==> config.mk <==
export PLATFORM = sky130hd
export DESIGN_NAME = tws_target
export DESIGN_NICKNAME = d
export VERILOG_FILES = /design/src/rtl/tws_pkg.sv /design/src/rtl/tws_line_sync.sv /design/src/rtl/tws_addr_match.sv /design/src/rtl/tws_target.sv
export SDC_FILE = /design/constraint.sdc
export NUM_CORES = 1
export LEC_CHECK = 0
export ABC_AREA = 1
export BUFFER_PORTS_ARGS = -buffer_cell sky130_fd_sc_hd__buf_4
export CAP_MARGIN = 20
export CELL_PAD_IN_SITES_DETAIL_PLACEMENT = 1
export CELL_PAD_IN_SITES_GLOBAL_PLACEMENT = 1
export CORE_UTILIZATION = 41
export CTS_BUF_LIST = sky130_fd_sc_hd__clkbuf_8
export CTS_CLUSTER_DIAMETER = 60
export DETAILED_ROUTE_END_ITERATION = 12
export GPL_TIMING_DRIVEN = 0
export PLACE_DENSITY_LB_ADDON = 0.1
export SLEW_MARGIN = 20
export SYNTH_ARGS = -nofsm -noshare
export SYNTH_HDL_FRONTEND = slang
export SYNTH_HIERARCHICAL = 1
export SYNTH_SLANG_ARGS = --single-unit
export TNS_END_PERCENT = 100
==> constraint.sdc <==
create_clock -name clk -period 2.2 [get_ports clk]
set_input_delay 0.33 -clock clk [delete_from_list [all_inputs] [get_ports clk]]
set_output_delay 0.33 -clock clk [all_outputs]
set_load 0.005 [all_outputs]
==> src/rtl/tws_pkg.sv <==
package tws_pkg;
    localparam int BYTE_W = 8;
    localparam int ADDR_W = BYTE_W - 1;
    localparam int CNT_W  = $clog2(BYTE_W + 1);
    localparam int RSVD_W = 4;
    localparam logic [RSVD_W-1:0] RSVD_TAG = '1;

    typedef enum logic [3:0] {
        S_IDLE, S_ADDR, S_AWAIT, S_AACK,
        S_RX, S_RWAIT, S_RACK,
        S_TX, S_TACK, S_TDONE
    } st_t;

    typedef struct packed {
        logic ack;
        logic gc;
        logic rd;
    } match_t;

    function automatic logic is_reserved(input logic [ADDR_W-1:0] a);
        return a[ADDR_W-1 -: RSVD_W] == RSVD_TAG;
    endfunction
endpackage

==> src/rtl/tws_line_sync.sv <==
module tws_line_sync #(
    parameter int STAGES = 2
) (
    input  logic clk,
    input  logic rst,
    input  logic scl_i,
    input  logic sda_i,
    output logic scl_s,
    output logic sda_s,
    output logic scl_rise,
    output logic scl_fall,
    output logic start_c,
    output logic stop_c
);
    logic [STAGES-1:0] scl_ff, sda_ff;
    logic scl_q, sda_q;

    genvar i;
    generate
        for (i = 0; i < STAGES; i++) begin : g_sync
            if (i == 0) begin : g_first
                always_ff @(posedge clk) begin
                    if (rst) begin
                        scl_ff[i] <= 1'b1;
                        sda_ff[i] <= 1'b1;
                    end else begin
                        scl_ff[i] <= scl_i;
                        sda_ff[i] <= sda_i;
                    end
                end
            end else begin : g_next
                always_ff @(posedge clk) begin
                    if (rst) begin
                        scl_ff[i] <= 1'b1;
                        sda_ff[i] <= 1'b1;
                    end else begin
                        scl_ff[i] <= scl_ff[i-1];
                        sda_ff[i] <= sda_ff[i-1];
                    end
                end
            end
        end
    endgenerate

    always_ff @(posedge clk) begin
        if (rst) begin
            scl_q <= 1'b1;
            sda_q <= 1'b1;
        end else begin
            scl_q <= scl_s;
            sda_q <= sda_s;
        end
    end

    assign scl_s    = scl_ff[STAGES-1];
    assign sda_s    = sda_ff[STAGES-1];
    assign scl_rise = scl_s & ~scl_q;
    assign scl_fall = ~scl_s & scl_q;
    assign start_c  = scl_s & scl_q & sda_q & ~sda_s;
    assign stop_c   = scl_s & scl_q & ~sda_q & sda_s;

    // bus events are mutually exclusive in any cycle
    p_events_excl_r2: assert property (@(posedge clk) disable iff (rst)
        $onehot0({start_c, stop_c, scl_rise, scl_fall}));
endmodule

==> src/rtl/tws_addr_match.sv <==
module tws_addr_match
    import tws_pkg::*;
(
    input  logic [BYTE_W-1:0] pkt,
    input  logic [ADDR_W-1:0] own_addr,
    input  logic              gc_en,
    input  logic              busy,
    output match_t            m
);
    logic [ADDR_W-1:0] addr;
    logic rw, gcall, rsvd, own_hit;

    always_comb begin
        addr    = pkt[BYTE_W-1:1];
        rw      = pkt[0];
        gcall   = (addr == '0);
        rsvd    = is_reserved(addr);
        own_hit = !gcall && !rsvd && (addr == own_addr);
        m.rd    = rw;
        m.gc    = gcall && !rw && gc_en;
        m.ack   = !busy && (m.gc || own_hit);
    end
endmodule

==> src/rtl/tws_target.sv <==
module tws_target
    import tws_pkg::*;
#(
    parameter int SYNC_STAGES = 2
) (
    input  logic              clk,
    input  logic              rst,
    input  logic              scl_i,
    input  logic              sda_i,
    output logic              sda_oe,
    input  logic [ADDR_W-1:0] own_addr,
    input  logic              gc_en,
    input  logic              busy,
    input  logic [BYTE_W-1:0] tx_data,
    output logic              tx_load,
    output logic [BYTE_W-1:0] rx_data,
    output logic              rx_valid,
    output logic              sel,
    output logic              dir_rd,
    output logic              gen_call,
    output logic              ctl_nack
);
    localparam logic [CNT_W-1:0] LAST_BIT = CNT_W'(BYTE_W - 1);
    localparam logic [CNT_W-1:0] ALL_BITS = CNT_W'(BYTE_W);

    logic scl_s, sda_s, scl_rise, scl_fall, start_c, stop_c;
    st_t               st;
    logic [CNT_W-1:0]  cnt;
    logic [BYTE_W-1:0] sh;
    logic              ack_ok;
    match_t            m;

    tws_line_sync #(.STAGES(SYNC_STAGES)) u_sync (
        .clk(clk), .rst(rst), .scl_i(scl_i), .sda_i(sda_i),
        .scl_s(scl_s), .sda_s(sda_s), .scl_rise(scl_rise), .scl_fall(scl_fall),
        .start_c(start_c), .stop_c(stop_c)
    );

    tws_addr_match u_match (
        .pkt(sh), .own_addr(own_addr), .gc_en(gc_en), .busy(busy), .m(m)
    );

    always_ff @(posedge clk) begin
        if (rst) begin
            st       <= S_IDLE;
            cnt      <= '0;
            sh       <= '0;
            ack_ok   <= 1'b0;
            sda_oe   <= 1'b0;
            sel      <= 1'b0;
            dir_rd   <= 1'b0;
            gen_call <= 1'b0;
            rx_data  <= '0;
            rx_valid <= 1'b0;
            tx_load  <= 1'b0;
            ctl_nack <= 1'b0;
        end else begin
            rx_valid <= 1'b0;
            tx_load  <= 1'b0;
            ctl_nack <= 1'b0;
            if (start_c) begin
                st       <= S_ADDR;
                cnt      <= '0;
                sda_oe   <= 1'b0;
                sel      <= 1'b0;
                dir_rd   <= 1'b0;
                gen_call <= 1'b0;
            end else if (stop_c) begin
                st     <= S_IDLE;
                sda_oe <= 1'b0;
                sel    <= 1'b0;
            end else begin
                case (st)
                    S_ADDR, S_RX: if (scl_rise) begin
                        sh <= {sh[BYTE_W-2:0], sda_s};
                        if (cnt == LAST_BIT) begin
                            cnt <= '0;
                            st  <= (st == S_ADDR) ? S_AWAIT : S_RWAIT;
                        end else begin
                            cnt <= cnt + 1'b1;
                        end
                    end
                    S_AWAIT: if (scl_fall) begin
                        if (m.ack) begin
                            sda_oe   <= 1'b1;
                            sel      <= 1'b1;
                            dir_rd   <= m.rd;
                            gen_call <= m.gc;
                            st       <= S_AACK;
                        end else begin
                            st <= S_IDLE;
                        end
                    end
                    S_AACK: if (scl_fall) begin
                        cnt <= '0;
                        if (dir_rd) begin
                            sh      <= tx_data;
                            sda_oe  <= ~tx_data[BYTE_W-1];
                            tx_load <= 1'b1;
                            st      <= S_TX;
                        end else begin
                            sda_oe <= 1'b0;
                            st     <= S_RX;
                        end
                    end
                    S_RWAIT: if (scl_fall) begin
                        if (!busy) begin
                            rx_data  <= sh;
                            rx_valid <= 1'b1;
                            sda_oe   <= 1'b1;
                            st       <= S_RACK;
                        end else begin
                            sel <= 1'b0;
                            st  <= S_IDLE;
                        end
                    end
                    S_RACK: if (scl_fall) begin
                        sda_oe <= 1'b0;
                        cnt    <= '0;
                        st     <= S_RX;
                    end
                    S_TX: begin
                        if (scl_rise) begin
                            cnt <= cnt + 1'b1;
                        end else if (scl_fall) begin
                            if (cnt == ALL_BITS) begin
                                sda_oe <= 1'b0;
                                st     <= S_TACK;
                            end else begin
                                sh     <= sh << 1;
                                sda_oe <= ~sh[BYTE_W-2];
                            end
                        end
                    end
                    S_TACK: if (scl_rise) begin
                        ack_ok   <= ~sda_s;
                        ctl_nack <= sda_s;
                        st       <= S_TDONE;
                    end
                    S_TDONE: if (scl_fall) begin
                        cnt <= '0;
                        if (ack_ok) begin
                            sh      <= tx_data;
                            sda_oe  <= ~tx_data[BYTE_W-1];
                            tx_load <= 1'b1;
                            st      <= S_TX;
                        end else begin
                            sel <= 1'b0;
                            st  <= S_IDLE;
                        end
                    end
                    default: st <= S_IDLE;
                endcase
            end
        end
    end

    // the data line is only pulled while the clock is low
    p_drive_clock_low_r11: assert property (@(posedge clk) disable iff (rst)
        $rose(sda_oe) |-> !scl_s);
    // reserved address group never acknowledged
    p_reserved_nack_r9: assert property (@(posedge clk) disable iff (rst)
        (st == S_AWAIT && scl_fall && is_reserved(sh[BYTE_W-1:1])) |=> !sda_oe);
    // general call with read bit never acknowledged
    p_gc_read_nack_r8: assert property (@(posedge clk) disable iff (rst)
        (st == S_AWAIT && scl_fall && sh == {ADDR_W'(0), 1'b1}) |=> !sda_oe);
    // busy forces NACK in any acknowledge slot
    p_busy_nack_r10: assert property (@(posedge clk) disable iff (rst)
        ((st == S_AWAIT || st == S_RWAIT) && scl_fall && busy) |=> (!sda_oe && !rx_valid));
    // received bytes only reported in an addressed write transfer
    p_rx_write_only_r4: assert property (@(posedge clk) disable iff (rst)
        rx_valid |-> (sel && !dir_rd));
    // STOP releases the line and deselects
    p_stop_release_r2: assert property (@(posedge clk) disable iff (rst)
        stop_c |=> (!sda_oe && !sel));
    // controller NACK ends the read with the line released
    p_nack_release_r6: assert property (@(posedge clk) disable iff (rst)
        ctl_nack |-> !sda_oe);
endmodule

**Word level (Yosys, flattened, before mapping)**

Index checks and enable logic that the tools add are counted.

- Flip-flop bits (word level): 38
- Input port bits: 21
- Output and inout port bits: 15
- Logic and storage cells: 171

- $add $sub $neg: 1
- Eq/ne operators: 44
- Muxes and demuxes: 57
- Bitwise logic cells: 20
- Reductions and logical operators: 30

Operators with widths:

| kind | number |
|---|---|
| two-way mux 8 bit | 8 |
| two-way mux 4 bit | 15 |
| inequality test 4 bit, second input constant | 11 |
| AND reduction 11 bit | 4 |
| inequality test 2 bit, second input constant | 19 |
| one-hot mux 4 bit (8 select lines) | 1 |
| one-hot mux 8 bit (4 select lines) | 1 |
| two-way mux 1 bit | 23 |
| == test 4 x 3 -> 1 bit, second input constant | 5 |
| == test 4 bit, second input constant | 4 |
| inverter 1 bit | 13 |
| one-hot mux 4 bit (3 select lines) | 1 |
| AND reduction 5 bit | 2 |
| OR reduction 5 bit | 2 |
| two-way mux 3 bit | 3 |
| == test 4 x 2 -> 1 bit, second input constant | 2 |
| AND reduction 4 bit | 2 |
| bitwise AND 1 bit | 7 |
| == test 7 bit | 1 |
| logical NOT 7 bit | 1 |
| AND reduction 7 bit | 1 |
| one-hot mux 1 bit (6 select lines) | 1 |
| nonzero test 3 bit | 2 |
| nonzero test 6 bit | 1 |
| other kinds (12) | 22 |

**Depth between registers and ports, before layout**

Gate-level depths: netlist of run 1.

- Depth in word-level cells: 11
- Mapped depth: 14
- Depth with buffers taken out: 14

**Modules after synthesis**

The synthesis of run 1 kept the hierarchy.

By module, submodules not included:

| module | instances | cells each | area an instance (sq um) | seq. area each (sq um) |
|---|---|---|---|---|
| tws_target | 1 | 304 | 1991.9 | 640.6 |
| tws_line_sync | 1 | 24 | 197.7 | 120.1 |
| tws_addr_match | 1 | 38 | 182.7 | 0.0 |

**Worst setup path after synthesis of run 1**

Ideal clock, no wire load.

- Path type: flip-flop to flip-flop
- Start: register u_sync.sda_ff[1], in the netlist u_sync/sda_s
- End: register sh[4]
- Setup time: 0.062 ns
- Data arrival time: 1.627 ns
- Path slack: 0.511 ns
- Stages on the path, launching flop included: 11
- Path buffers: 1
- Period minus slack after synthesis: 1.689 ns
- Path through: dfxtp_1 -> inv_1 -> nand2_1 -> nor2_1 -> nor2_1 -> o21ai_2 -> nor3_4 -> and2_4 -> buf_8 -> nor2_2 -> nor2_2

- Word-level cells in the longest chain between the ends: 4
- Elaborated cells on any way between the ends: 6
- Classes of those cells: 5 x bitwise; 1 x reduce/logical

RTL lines:

| item | RTL line | source |
|---|---|---|
| start: declaration | tws_line_sync.sv:15 | `logic [STAGES-1:0] scl_ff, sda_ff;` |
| start signal: indexed assignment | tws_line_sync.sv:38 | `sda_ff[i] <= sda_ff[i-1];` |
| inverter 1 bit | tws_line_sync.sv:59 | `assign start_c = scl_s & scl_q & sda_q & ~sda_s;` |
| bitwise AND 1 bit | tws_line_sync.sv:59 |  |
| via start_c | tws_target.sv:26 | `logic scl_s, sda_s, scl_rise, scl_fall, start_c, stop_c;` |
| inverter 1 bit (no line) | n/a |  |
| AND reduction 11 bit (no line) | n/a |  |
| end signal: assignment | tws_target.sv:75 | `sh <= {sh[BYTE_W-2:0], sda_s};` |
| end signal: assignment | tws_target.sv:97 | `sh <= tx_data;` |
| end signal: assignment | tws_target.sv:130 | `sh <= sh << 1;` |
| end: declaration | tws_target.sv:29 | `logic [BYTE_W-1:0] sh;` |

The timed path passes the listed nets, and every way through them passes these cells.
A chain may end at the register's enable or synchronous reset.

**Worst setup path in the final report of run 1**

- Start: register u_sync.scl_ff[1], in the netlist u_sync/scl_s
- End: register sh[6]

- Elaborated cells on any way between the ends: 16
- Classes of those cells: 5 x eq/ne; 10 x bitwise; 1 x reduce/logical

RTL lines:

| item | RTL line | source |
|---|---|---|
| start: declaration | tws_line_sync.sv:15 |  |
| start signal: indexed assignment | tws_line_sync.sv:37 | `scl_ff[i] <= scl_ff[i-1];` |
| bitwise AND 1 bit (*) | tws_line_sync.sv:57 | `assign scl_rise = scl_s & ~scl_q;` |
| via scl_rise | tws_target.sv:26 |  |
| inequality test 2 bit (no line) | n/a |  |
| AND reduction 11 bit (no line) (*) | n/a |  |

Mark *: on every way through the listed nets, which the timed path passes. The rest lies on a longest branch.

==> results.sh, run 1 <==
export IMPL_critPathMaxStageDelay_ns=0.58
export IMPL_htreeDepth=2
export IMPL_rsz0062_at_grt="no"
export IMPL_post_cts_buffers=0
export IMPL_crit_path_start_kind="flop"
export IMPL_path_cells="inv_1, nor2_1, nor2_4, nor3_4, and2_4, buf_8, nor2_2, nor2_2"
export IMPL_skew_ns=0.004395
export IMPL_worstHoldPathType="primary input to flop"
export IMPL_row_count=27
export IMPL_vdd_drop_max_v=0.0004187
export IMPL_p_seq_frac=0.358
export IMPL_yosys_top_cells_area="dfxtp_1 32%, nand2_1 14%, nor2_1 10%"
export IMPL_path_buf_inv=2
export IMPL_critPathTopFamily="simple AND/OR/NAND/NOR gates"
export IMPL_end_kind="flop"
export IMPL_r2r_end="sh[6]$_SDFFE_PP0P_"
export IMPL_hold_viol=0
export IMPL_swShare=0.4022
export IMPL_grt_max_degree=14
export IMPL_fmax_mhz=509.2
export IMPL_dr_pass1_iters=4
export IMPL_hold_buffers=0
export IMPL_path_clk_slew_ns=0.08
export IMPL_grt_pass1_vias=2386
export IMPL_cts_tree="built"
export IMPL_cts_buffer_depth=2
export IMPL_yosysMostFrequentCell="nand2_1"
export IMPL_crit_type="flop to flop"
export IMPL_slew_viol_final=0
export IMPL_crit_arrival_ns=2.21
export IMPL_syn_num_nets=389
export IMPL_wire_per_inst_um=13.60
export IMPL_grt_ovfl_total=0
export IMPL_ant_nets=0
export IMPL_synth_top_area_cell="dfxtp_1"
export IMPL_fin_crit_ns=1.964
export IMPL_nets=431
export IMPL_ctsResizeCount=0
export IMPL_dieHeight_um=78.07
export IMPL_final_util=0.5129
export IMPL_critPathRequiredTime_ns=2.44
export IMPL_setup_violations=0
export IMPL_port_buffers=35
export IMPL_avgSynthCellArea_um2=6.482
export IMPL_diodes=0
export IMPL_syn_inst=366
export IMPL_synth_edf_count=0
export IMPL_status="finished clean"
export IMPL_min_period_over_period=0.8926
export IMPL_cts_num_sinks=38
export IMPL_yosys_register_bits=38
export IMPL_drive_gt1_frac=0.2469
export IMPL_yosys_most_used_dff="dfxtp_1"
export IMPL_routabilityCongestion=0.8984
export IMPL_r2r_start="u_sync/scl_s$_SDFF_PP1_"
export IMPL_antenna_found_initial=0
export IMPL_via_per_inst=4.931
export IMPL_critPathMaxFanout=9
export IMPL_synth_top_area_frac=0.3207
export IMPL_synthesis_area_um2=2372
export IMPL_dp_hpwl_um=5244
export IMPL_synthTopCellsByCount="91 x nand2_1, 65 x nor2_1, 38 x dfxtp_1, 38 x inv_1"
export IMPL_synth_seq_area_share=0.3207
export IMPL_synth_cell_types=36
export IMPL_power_density_nw_per_um2=877.3
export IMPL_r2r_setup_slack_ns=0.24
export IMPL_coreArea_um2=5540
export IMPL_p_switching_mw=1.003
export IMPL_fill_cells=784
export IMPL_crit_top_cell="nor2_2"
export IMPL_p_int_mw=1.490
export IMPL_drv_cap=0
export IMPL_synth_async_reset_ratio=0
export IMPL_whs_path_depth=2
export IMPL_cts_buffers=5
export IMPL_drtIter0Drc=51
export IMPL_dr_total_vias=2372
export IMPL_die_w_um=78.07
export IMPL_p_clk_frac=0.246
export IMPL_hold_start="sda_i"
export IMPL_totalNegativeSetupSlack_ns=0
export IMPL_worst_pin_slew_ns=0.7657
export IMPL_die_area_um2=6094
export IMPL_r2r_cells=8
export IMPL_clock_latency_ns=0.30
export IMPL_synth_warnings=6
export IMPL_grtUsageTotal=0.2345
export IMPL_drcViolationCount=0
export IMPL_hold_end="u_sync/sda_ff[0]$_SDFF_PP1_"
export IMPL_grt_pass1_wl_um=11200
export IMPL_p_comb_frac=0.396
export IMPL_totalWireLength_um=6541
export IMPL_ios=36
export IMPL_cp_slowest_cell="nor2_1"
export IMPL_relSlewSlack=0.4876
export IMPL_leakage_nw=1.366
export IMPL_initial_core_util=0.4282
export IMPL_syn_to_final_growth_pct=19.78
export IMPL_root_buffer="clkbuf_8"
area by class of cell:
| class | count | area [µm²] | area share |
|---|---|---|---|
| Multi-Input combinational cell | 276 | 1400 | 0.4927 |
| Sequential cell | 38 | 760.7 | 0.2677 |
| Timing Repair Buffer | 35 | 262.8 | 0.09247 |
| Inverter | 46 | 172.7 | 0.06077 |
| Tap cell | 72 | 90.09 | 0.03170 |
| Clock buffer | 5 | 68.82 | 0.02422 |
| Clock inverter | 3 | 45.04 | 0.01585 |
| Buffer | 6 | 41.29 | 0.01453 |
power groups by stage:
stage	logic, mW	registers [mW]	clock network, mW
6_report	0.987	0.893	0.613
5_1_grt	1.12	0.912	0.657
4_1_cts	0.994	0.896	0.630
3_5_place_dp	0.988	0.913	0
3_3_place_gp	0.962	0.909	0
2_1_floorplan	0.780	0.873	0
registers in the layout, indices dropped and copies added, names as in the netlist:
signal         count
rx_data            8
sel                1
cnt                4
sda_oe             1
rx_valid           1
u_sync/sda_q       1
u_sync/scl_q       1
tx_load            1
st                 4
ack_ok             1
u_sync/sda_s       1
u_sync/sda_ff      1
u_sync/scl_ff      1
ctl_nack           1
u_sync/scl_s       1
gen_call           1
sh                 8
dir_rd             1
cell usage in the layout, fill, tap and decap left out, types with 2 or more instances in the layout:
cell type   Yosys  routed
nand2_1        91      91
nor2_1         65      64
inv_1          38      38
dfxtp_1        38      38
buf_4           1      36
nor2_2         21      22
o21ai_0        21      21
a21oi_1        12      12
nand3_1        11      11
nand2_2         9       9
nand3b_1        9       9
inv_2           8       8
clkbuf_8        0       5
xnor2_1         4       4
or2_1           4       4
nor2_4          3       3
buf_2           3       3
nor3_1          3       3
nand4_2         2       2
nor3_4          2       2
nand4_1         2       2
o21bai_1        2       2
nor3b_1         2       2
ha_1            2       2
clkinvlp_4      0       2
through the flow:
step	power (mW)	cell area (µm²)	instances	hold WS, ns	setup slack [ns]
after floorplan	1.652	2372	366	0.3832	0.5108
after global routing	2.689	2841	481	0.2123	0.01507
after CTS	2.521	2839	481	0.1993	0.09972
final	2.493	2841	481	0.2068	0.2362
after detailed placement	1.901	2725	473	0.3915	0.1368
after global placement	1.871	2725	473	0.3857	0.1724
worst max path at each step:
stage	end	from	cells after the start
after floorplan	sh[4]$_SDFFE_PP0P_	u_sync/sda_s$_SDFF_PP1_	10
after global placement	sh[3]$_SDFFE_PP0P_	u_sync/sda_s$_SDFF_PP1_	10
after detailed placement	sh[6]$_SDFFE_PP0P_	u_sync/sda_s$_SDFF_PP1_	10
after CTS	sh[6]$_SDFFE_PP0P_	u_sync/sda_s$_SDFF_PP1_	10
after global routing	st[1]$_SDFFE_PP0P_	u_sync/scl_s$_SDFF_PP1_	10
final	sh[6]$_SDFFE_PP0P_	u_sync/scl_s$_SDFF_PP1_	8
logic make-up after synthesis:
family,Yosys count,synth area share
AO/OA/AOI/OAI,40,0.09177
XOR/XNOR,5,0.01846
adder cells (fa/ha/maj),2,0.01055
buffers and inverters,52,0.09019
flip-flops,38,0.3207
AND/OR/NAND/NOR,229,0.4683
metal layers:
| layer | GRT usage | wire, µm |
|---|---|---|
| met5 | 0 | 0 |
| met4 | 0.09630 | 174 |
| met3 | 0.05814 | 268 |
| met2 | 0.4009 | 3129 |
| met1 | 0.2795 | 2967 |
worst reg2reg max path, stage by stage, from the launching register on:
cell	delay (ns)
dfxtp_1	0.37
inv_1	0.07
nor2_1	0.59
nor2_4	0.10
nor3_4	0.32
and2_4	0.22
buf_8	0.13
nor2_2	0.05
nor2_2	0.07
(Power assumes the default switching activity.)
==> run 2, diff against run 1 <==
--- a/config.mk
+++ b/config.mk
@@ -5,12 +5,11 @@
 export SDC_FILE = /design/constraint.sdc
 export NUM_CORES = 1
 export LEC_CHECK = 0
-export ABC_AREA = 1
 export BUFFER_PORTS_ARGS = -buffer_cell sky130_fd_sc_hd__buf_4
 export CAP_MARGIN = 20
 export CELL_PAD_IN_SITES_DETAIL_PLACEMENT = 1
 export CELL_PAD_IN_SITES_GLOBAL_PLACEMENT = 1
-export CORE_UTILIZATION = 41
+export CORE_UTILIZATION = 44
 export CTS_BUF_LIST = sky130_fd_sc_hd__clkbuf_8
 export CTS_CLUSTER_DIAMETER = 60
 export DETAILED_ROUTE_END_ITERATION = 12
==> constraint.sdc (replaced) <==
create_clock -name clk -period 2.22 [get_ports clk]
set_input_delay 0.333 -clock clk [delete_from_list [all_inputs] [get_ports clk]]
set_output_delay 0.333 -clock clk [all_outputs]
set_load 0.005 [all_outputs]
==> run 2 against run 1 <==
Net effect:
- the run now ends with negative setup slack left
- critical path type unchanged
- sequential share of layout area down 0.068 points
- non-clock buffer count up 16
- clock-buffer cell count unchanged
- worst hold slack better by 0.0026 ns
- largest cell class unchanged
- synthesized area down 5.1%
- maximum frequency down 16%
- largest power group unchanged
- final area up 1.4%
==> results.sh, run 2 <==
export IMPL_status="finished, violations left"
export IMPL_failed_checks="negative setup slack"
export IMPL_drv_cap=0
export IMPL_antenna_found_initial=0
export IMPL_synth_cell_types=54
export IMPL_fill_cells=595
export IMPL_grtUsageTotal=0.2731
export IMPL_routabilityCongestion=0.8287
export IMPL_coreArea_um2=4817
export IMPL_top_layer_used="met4"
export IMPL_initial_core_util=0.4673
export IMPL_crit_path_start_kind="flop"
export IMPL_setup_slack_ns=-0.1234
export IMPL_critPathRequiredTime_ns=2.45
export IMPL_rsz0062_at_grt="yes"
export IMPL_finalPower_mw=2.872
export IMPL_ant_nets=0
export IMPL_final_util=0.5982
export IMPL_port_buffers=35
export IMPL_synthTopCellsByCount="38 x dfxtp_1, 28 x nor2_1, 21 x mux2i_1"
export IMPL_crit_type="flop to flop"
export IMPL_p_clk_frac=0.250
export IMPL_cts_num_sinks=38
export IMPL_yosys_most_used_dff="dfxtp_1"
export IMPL_fin_crit_ns=2.343
export IMPL_p_switching_mw=1.090
export IMPL_top_regs="rx_data x8, sh x8"
export IMPL_mostFrequentLayoutCells="43 x buf_4, 35 x dfxtp_1, 28 x nor2_1"
export IMPL_nets=335
export IMPL_met2_length_um=3291
export IMPL_critPathMaxStageDelay_ns=0.53
export IMPL_synth_async_reset_ratio=0
export IMPL_min_period_over_period=1.056
export IMPL_met1_length_um=3188
export IMPL_yosys_top_cells_area="dfxtp_1 34%, mux2i_1 9.3%, nor2_1 4.7%"
export IMPL_dieHeight_um=73.53
export IMPL_dr_total_vias=2260
export IMPL_final_cell_area_um2=2882
export IMPL_grt_pass1_vias=2209
export IMPL_synthesis_area_um2=2251
export IMPL_path_cells="nor4_2, nand2_1, or4_4, o31ai_4, mux2i_1, o31a_1, a2111oi_2, mux2i_1, a21oi_1"
export IMPL_vdd_drop_max_v=0.0006070
export IMPL_diodes=0
export IMPL_yosys_register_bits=38
export IMPL_synth_top_area_frac=0.3380
export IMPL_hold_buffers=0
export IMPL_drive_gt1_frac=0.2588
export IMPL_relSlewSlack=0.4252
export IMPL_setup_violations=2
export IMPL_skew_ns=0.006306
export IMPL_syn_inst=264
export IMPL_dr_pass1_iters=4
export IMPL_clock_latency_ns=0.30
export IMPL_p_comb_frac=0.443
export IMPL_cts_buffer_depth=2
export IMPL_grt_max_degree=14
export IMPL_cp_slowest_cell="or4_4"
export IMPL_swShare=0.3795
export IMPL_dp_hpwl_um=4848
export IMPL_avgSynthCellArea_um2=8.526
export IMPL_syn_to_final_growth_pct=28.02
export IMPL_critPathMaxFanout=3
export IMPL_grt_ovfl_total=0
export IMPL_grt_pass1_wl_um=11100
export IMPL_synth_edf_count=0
export IMPL_power_density_nw_per_um2=996.8
export IMPL_wire_per_inst_um=18.17
export IMPL_worstHoldPathType="primary input to flop"
export IMPL_cts_tree="built"
export IMPL_synth_seq_area_share=0.3380
export IMPL_end_kind="flop"
export IMPL_worst_pin_slew_ns=0.8556
export IMPL_path_clk_slew_ns=0.08
export IMPL_via_per_inst=5.947
export IMPL_fmax_mhz=426.7
export IMPL_syn_num_nets=287
export IMPL_totalNegativeSetupSlack_ns=-0.1452
export IMPL_yosysMostFrequentCell="dfxtp_1"
export IMPL_placed_area_um2=2610
export IMPL_drcViolationCount=0
export IMPL_cts_buffers=5
export IMPL_final_common_cell="buf_4"
export IMPL_hold_ws_ns=0.2094
export IMPL_htreeDepth=2
export IMPL_synth_warnings=6
export IMPL_drtIter0Drc=211
export IMPL_p_seq_frac=0.306
export IMPL_crit_arrival_ns=2.57
export IMPL_synth_top_area_cell="dfxtp_1"
export IMPL_root_buffer="clkbuf_8"
export IMPL_slew_viol_final=0
export IMPL_met3_length_um=325
export IMPL_row_count=25
export IMPL_die_w_um=73.53
export IMPL_die_area_um2=5406
export IMPL_p_int_mw=1.782
export IMPL_ios=36
export IMPL_leakage_nw=1.161
export IMPL_crit_top_cell="mux2i_1"
export IMPL_totalWireLength_um=6905
export IMPL_hold_viol=0
-- run 2: repair_timing --
item / CTS / global route
pin swaps: 3 / 11
resized for setup: 10 / 14
buffers inserted: 4 / 5
setup endpoints to repair: 20 / 19
-- run 2: per-layer routing --
layer	up-vias	track usage
met4	0	0.08547
li1	1071	-
met1	1125	0.3757
met2	50	0.4332
met5	-	0
met3	14	0.04801
-- run 2: worst max-delay path, delay by kind of cell (launching register included) --
family	cells	cell delay (ns)
multiplexers	2	0.25
AND/OR/NAND/NOR	3	0.91
AO/OA/AOI/OAI	4	0.75
flip-flops	1	0.36
-- run 2: power groups by stage --
| stage | clock network, mW | logic [mW] | registers (mW) |
|---|---|---|---|
| after floorplan | 0 | 0.850 | 0.852 |
| after global placement | 0 | 1.08 | 0.885 |
| after detailed placement | 0 | 1.10 | 0.889 |
| after CTS | 0.730 | 1.17 | 0.877 |
| after global routing | 0.759 | 1.38 | 0.895 |
| final | 0.719 | 1.27 | 0.880 |
-- run 2: layout make-up --
cell class / instances / area (µm²) / area share
multi-input cells: 199 / 1455 / 0.5050
flip-flops and latches: 38 / 769.5 / 0.2670
repair buffers: 42 / 315.3 / 0.1094
well taps: 67 / 83.83 / 0.02909
plain buffers: 15 / 78.83 / 0.02736
clock buffers: 5 / 68.82 / 0.02388
clock inverters: 3 / 68.82 / 0.02388
inverters: 11 / 41.29 / 0.01433
-- run 2: cell families (layout without fill, tap and decap cells) --
kind of cell    after synthesis  count (layout)  share of synthesized area
xor+xnor                      8               8                    0.03113
buf+inv                      27              76                    0.05281
fa+ha+maj                     2               2                    0.01112
mux                          21              21                    0.09338
simple gates                104             104                     0.2640
flops                        38              38                     0.3380
compound gates               64              64                     0.2096
-- run 2: worst paths after layout --
check / from / endpoint / slack, ns / depth (start not counted)
max: sh[3]$_SDFFE_PP0P_ / st[0]$_SDFFE_PP0P_ / -0.12 / 9
min: sda_i / u_sync/sda_ff[0]$_SDFF_PP1_ / 0.21 / 2
max reg2reg: sh[3]$_SDFFE_PP0P_ / st[0]$_SDFFE_PP0P_ / -0.12 / 9
min reg2reg: u_sync/sda_ff[0]$_SDFF_PP1_ / u_sync/sda_s$_SDFF_PP1_ / 0.43 / 1
-- run 2: metrics by stage --
stage / std cells / setup slack [ns]
floorplan: 264 / 0.06130
global placement: 366 / -0.1831
detailed placement: 366 / -0.2104
CTS: 378 / -0.09123
global route: 380 / -0.1904
finish: 380 / -0.1234
==> run 3, diff against run 2 <==
--- a/config.mk
+++ b/config.mk
@@ -9,6 +9,7 @@
 export CAP_MARGIN = 20
 export CELL_PAD_IN_SITES_DETAIL_PLACEMENT = 1
 export CELL_PAD_IN_SITES_GLOBAL_PLACEMENT = 1
+export CORE_ASPECT_RATIO = 1.1
 export CORE_UTILIZATION = 44
 export CTS_BUF_LIST = sky130_fd_sc_hd__clkbuf_8
 export CTS_CLUSTER_DIAMETER = 60
==> run 3 against run 2 <==
Net effect:
- the flow now finishes without violations
- critical path depth rose by 1
- combinational power barely moved
- non-clock buffer count down 1
- core utilization down 0.74 points
- sequential cell count stayed put
- global-route usage up 0.27 points
- final area is 2.0% lower
- setup slack improved by 0.15 ns
- clock skew shrank 0.0043 ns
- worst hold slack gained 0.0028 ns
- clock-buffer cell count did not move
- via count up 0.49%
- largest power group unchanged
==> results.sh, run 3 (same netlist as run 2, synthesis figures left out) <==
export IMPL_status="finished clean"
export IMPL_finalPower_mw=2.658
export IMPL_top_regs="rx_data x8, sh x8"
export IMPL_setup_slack_ns=0.02392
export IMPL_grt_pass1_wl_um=11840
export IMPL_die_area_um2=5406
export IMPL_initial_core_util=0.4707
export IMPL_r2r_end="sel$_SDFFE_PP0P_"
export IMPL_cts_num_sinks=38
export IMPL_root_buffer="clkbuf_8"
export IMPL_dieHeight_um=77.02
export IMPL_critPathMaxStageDelay_ns=0.36
export IMPL_nets=334
export IMPL_wire_per_inst_um=19.32
export IMPL_worstHoldPathType="primary input to flop"
export IMPL_row_count=26
export IMPL_drcViolationCount=0
export IMPL_crit_start="sh[7]$_SDFFE_PP0P_"
export IMPL_drv_cap=0
export IMPL_totalWireLength_um=7111
export IMPL_dr_total_vias=2271
export IMPL_rsz0062_at_grt="yes"
export IMPL_grt_pass1_vias=2351
export IMPL_dr_pass1_iters=4
export IMPL_drtIter0Drc=174
export IMPL_slew_viol_final=0
export IMPL_crit_arrival_ns=2.39
export IMPL_die_w_um=70.20
export IMPL_fmax_mhz=455.4
export IMPL_dp_slack_ns=-0.2460
export IMPL_final_util=0.5908
export IMPL_fin_crit_ns=2.196
export IMPL_power_density_nw_per_um2=940.7
export IMPL_crit_type="flop to flop"
export IMPL_vdd_drop_max_v=0.0004337
export IMPL_routabilityCongestion=0.8543
export IMPL_cp_endpoint="sel$_SDFFE_PP0P_"
export IMPL_htreeDepth=2
export IMPL_worst_pin_slew_ns=0.8850
export IMPL_port_buffers=35
export IMPL_syn_to_final_growth_pct=25.51
export IMPL_grtUsageTotal=0.2758
export IMPL_cts_buffers=5
export IMPL_cts_tree="built"
export IMPL_hold_ws_ns=0.2122
export IMPL_leakage_nw=1.145
export IMPL_end_kind="flop"
export IMPL_critPathRequiredTime_ns=2.41
export IMPL_crit_path_start_kind="flop"
export IMPL_cp_slowest_cell="dfxtp_4"
export IMPL_coreArea_um2=4782
export IMPL_min_period_over_period=0.9892
export IMPL_setup_violations=0
export IMPL_via_per_inst=6.171
export IMPL_ant_nets=0
export IMPL_diodes=0
export IMPL_grt_ovfl_total=0
export IMPL_mostFrequentLayoutCells="42 x buf_4, 33 x dfxtp_1, 28 x nor2_1"
export IMPL_grt_max_degree=14
export IMPL_r2r_start="sh[7]$_SDFFE_PP0P_"
export IMPL_r2r_setup_slack_ns=0.02
export IMPL_path_cells="nor4_4, nand2_1, buf_4, a21oi_4, o31ai_4, a211o_1, o32a_1, o211ai_1, mux2i_1, nor2_1"
export IMPL_critPathMaxFanout=3
export IMPL_fin_cells=368
export IMPL_hold_viol=0
export IMPL_drive_gt1_frac=0.2692
export IMPL_path_clk_slew_ns=0.08
export IMPL_relSlewSlack=0.4055
export IMPL_skew_ns=0.001982
export IMPL_final_common_cell="buf_4"
export IMPL_dp_hpwl_um=4889
export IMPL_placed_cells=355
export IMPL_cts_buffer_depth=2
export IMPL_r2r_cells=10
export IMPL_antenna_found_initial=0
export IMPL_clock_latency_ns=0.29
export IMPL_ios=36
[run 3: cell count changes in the layout (fill, tap and decap cells not counted), sizes merged]
| cell | previous run | this run |
|---|---|---|
| clkinvlp | 0 | 1 |
| clkbuf | 14 | 15 |
| buf | 48 | 46 |
| clkinv | 1 | 2 |
| bufinv | 2 | 0 |
[run 3: worst max-delay path, delay by kind of cell, from the launching register on]
kind            cells  cell delay, ns
mux                 1            0.24
buf+inv             1            0.15
simple gates        3            0.42
compound gates      5            0.92
flops               1            0.36
[run 3: layer usage]
layer,global-route usage,wire length (µm)
met5,0,0
met4,0.09400,229
met1,0.3303,3023
met2,0.4923,3480
met3,0.04731,378
[run 3: cell type report]
class | count | area (µm²)
sequential | 38 | 772.0
clock inverter | 3 | 21.27
clock buffer | 5 | 68.82
timing repair buffer | 41 | 307.8
tap | 56 | 70.07
multi-input combinational | 199 | 1461
inverter | 11 | 41.29
fill | 594 | 1957
buffer | 15 | 82.58
[run 3: where the power goes]
| group | internal (mW) | switching (mW) |
|---|---|---|
| Sequential | 0.768 | 0.118 |
| Clock | 0.221 | 0.276 |
| Combinational | 0.556 | 0.719 |
| Total | 1.54 | 1.11 |
[run 3: how the worst min path moves through the flow]
stage / start / endpoint / slack (ns) / depth (start not counted)
finish: sda_i / u_sync/sda_ff[0]$_SDFF_PP1_ / 0.21 / 2
global route: sda_i / u_sync/sda_ff[0]$_SDFF_PP1_ / 0.22 / 2
CTS: sda_i / u_sync/sda_ff[0]$_SDFF_PP1_ / 0.21 / 2
detailed placement: u_sync/scl_ff[0]$_SDFF_PP1_ / u_sync/scl_s$_SDFF_PP1_ / 0.40 / 1
global placement: u_sync/scl_ff[0]$_SDFF_PP1_ / u_sync/scl_s$_SDFF_PP1_ / 0.39 / 1
floorplan: u_sync/scl_ff[0]$_SDFF_PP1_ / u_sync/scl_s$_SDFF_PP1_ / 0.38 / 1
[run 3: what timing repair did]
action / CTS / global route
hold buffers: 0 / 0
pin swaps: 6 / 8
endpoints found under the setup margin: 21 / 18
resized for setup: 11 / 21
buffers inserted: 5 / 2
[run 3: through the flow]
step	setup TNS, ns	instance area (µm²)
after floorplan	0	2263
after global placement	-2.652	2596
after detailed placement	-2.992	2596
after CTS	-0.01317	2760
after global routing	-0.3218	2825
final	0	2825
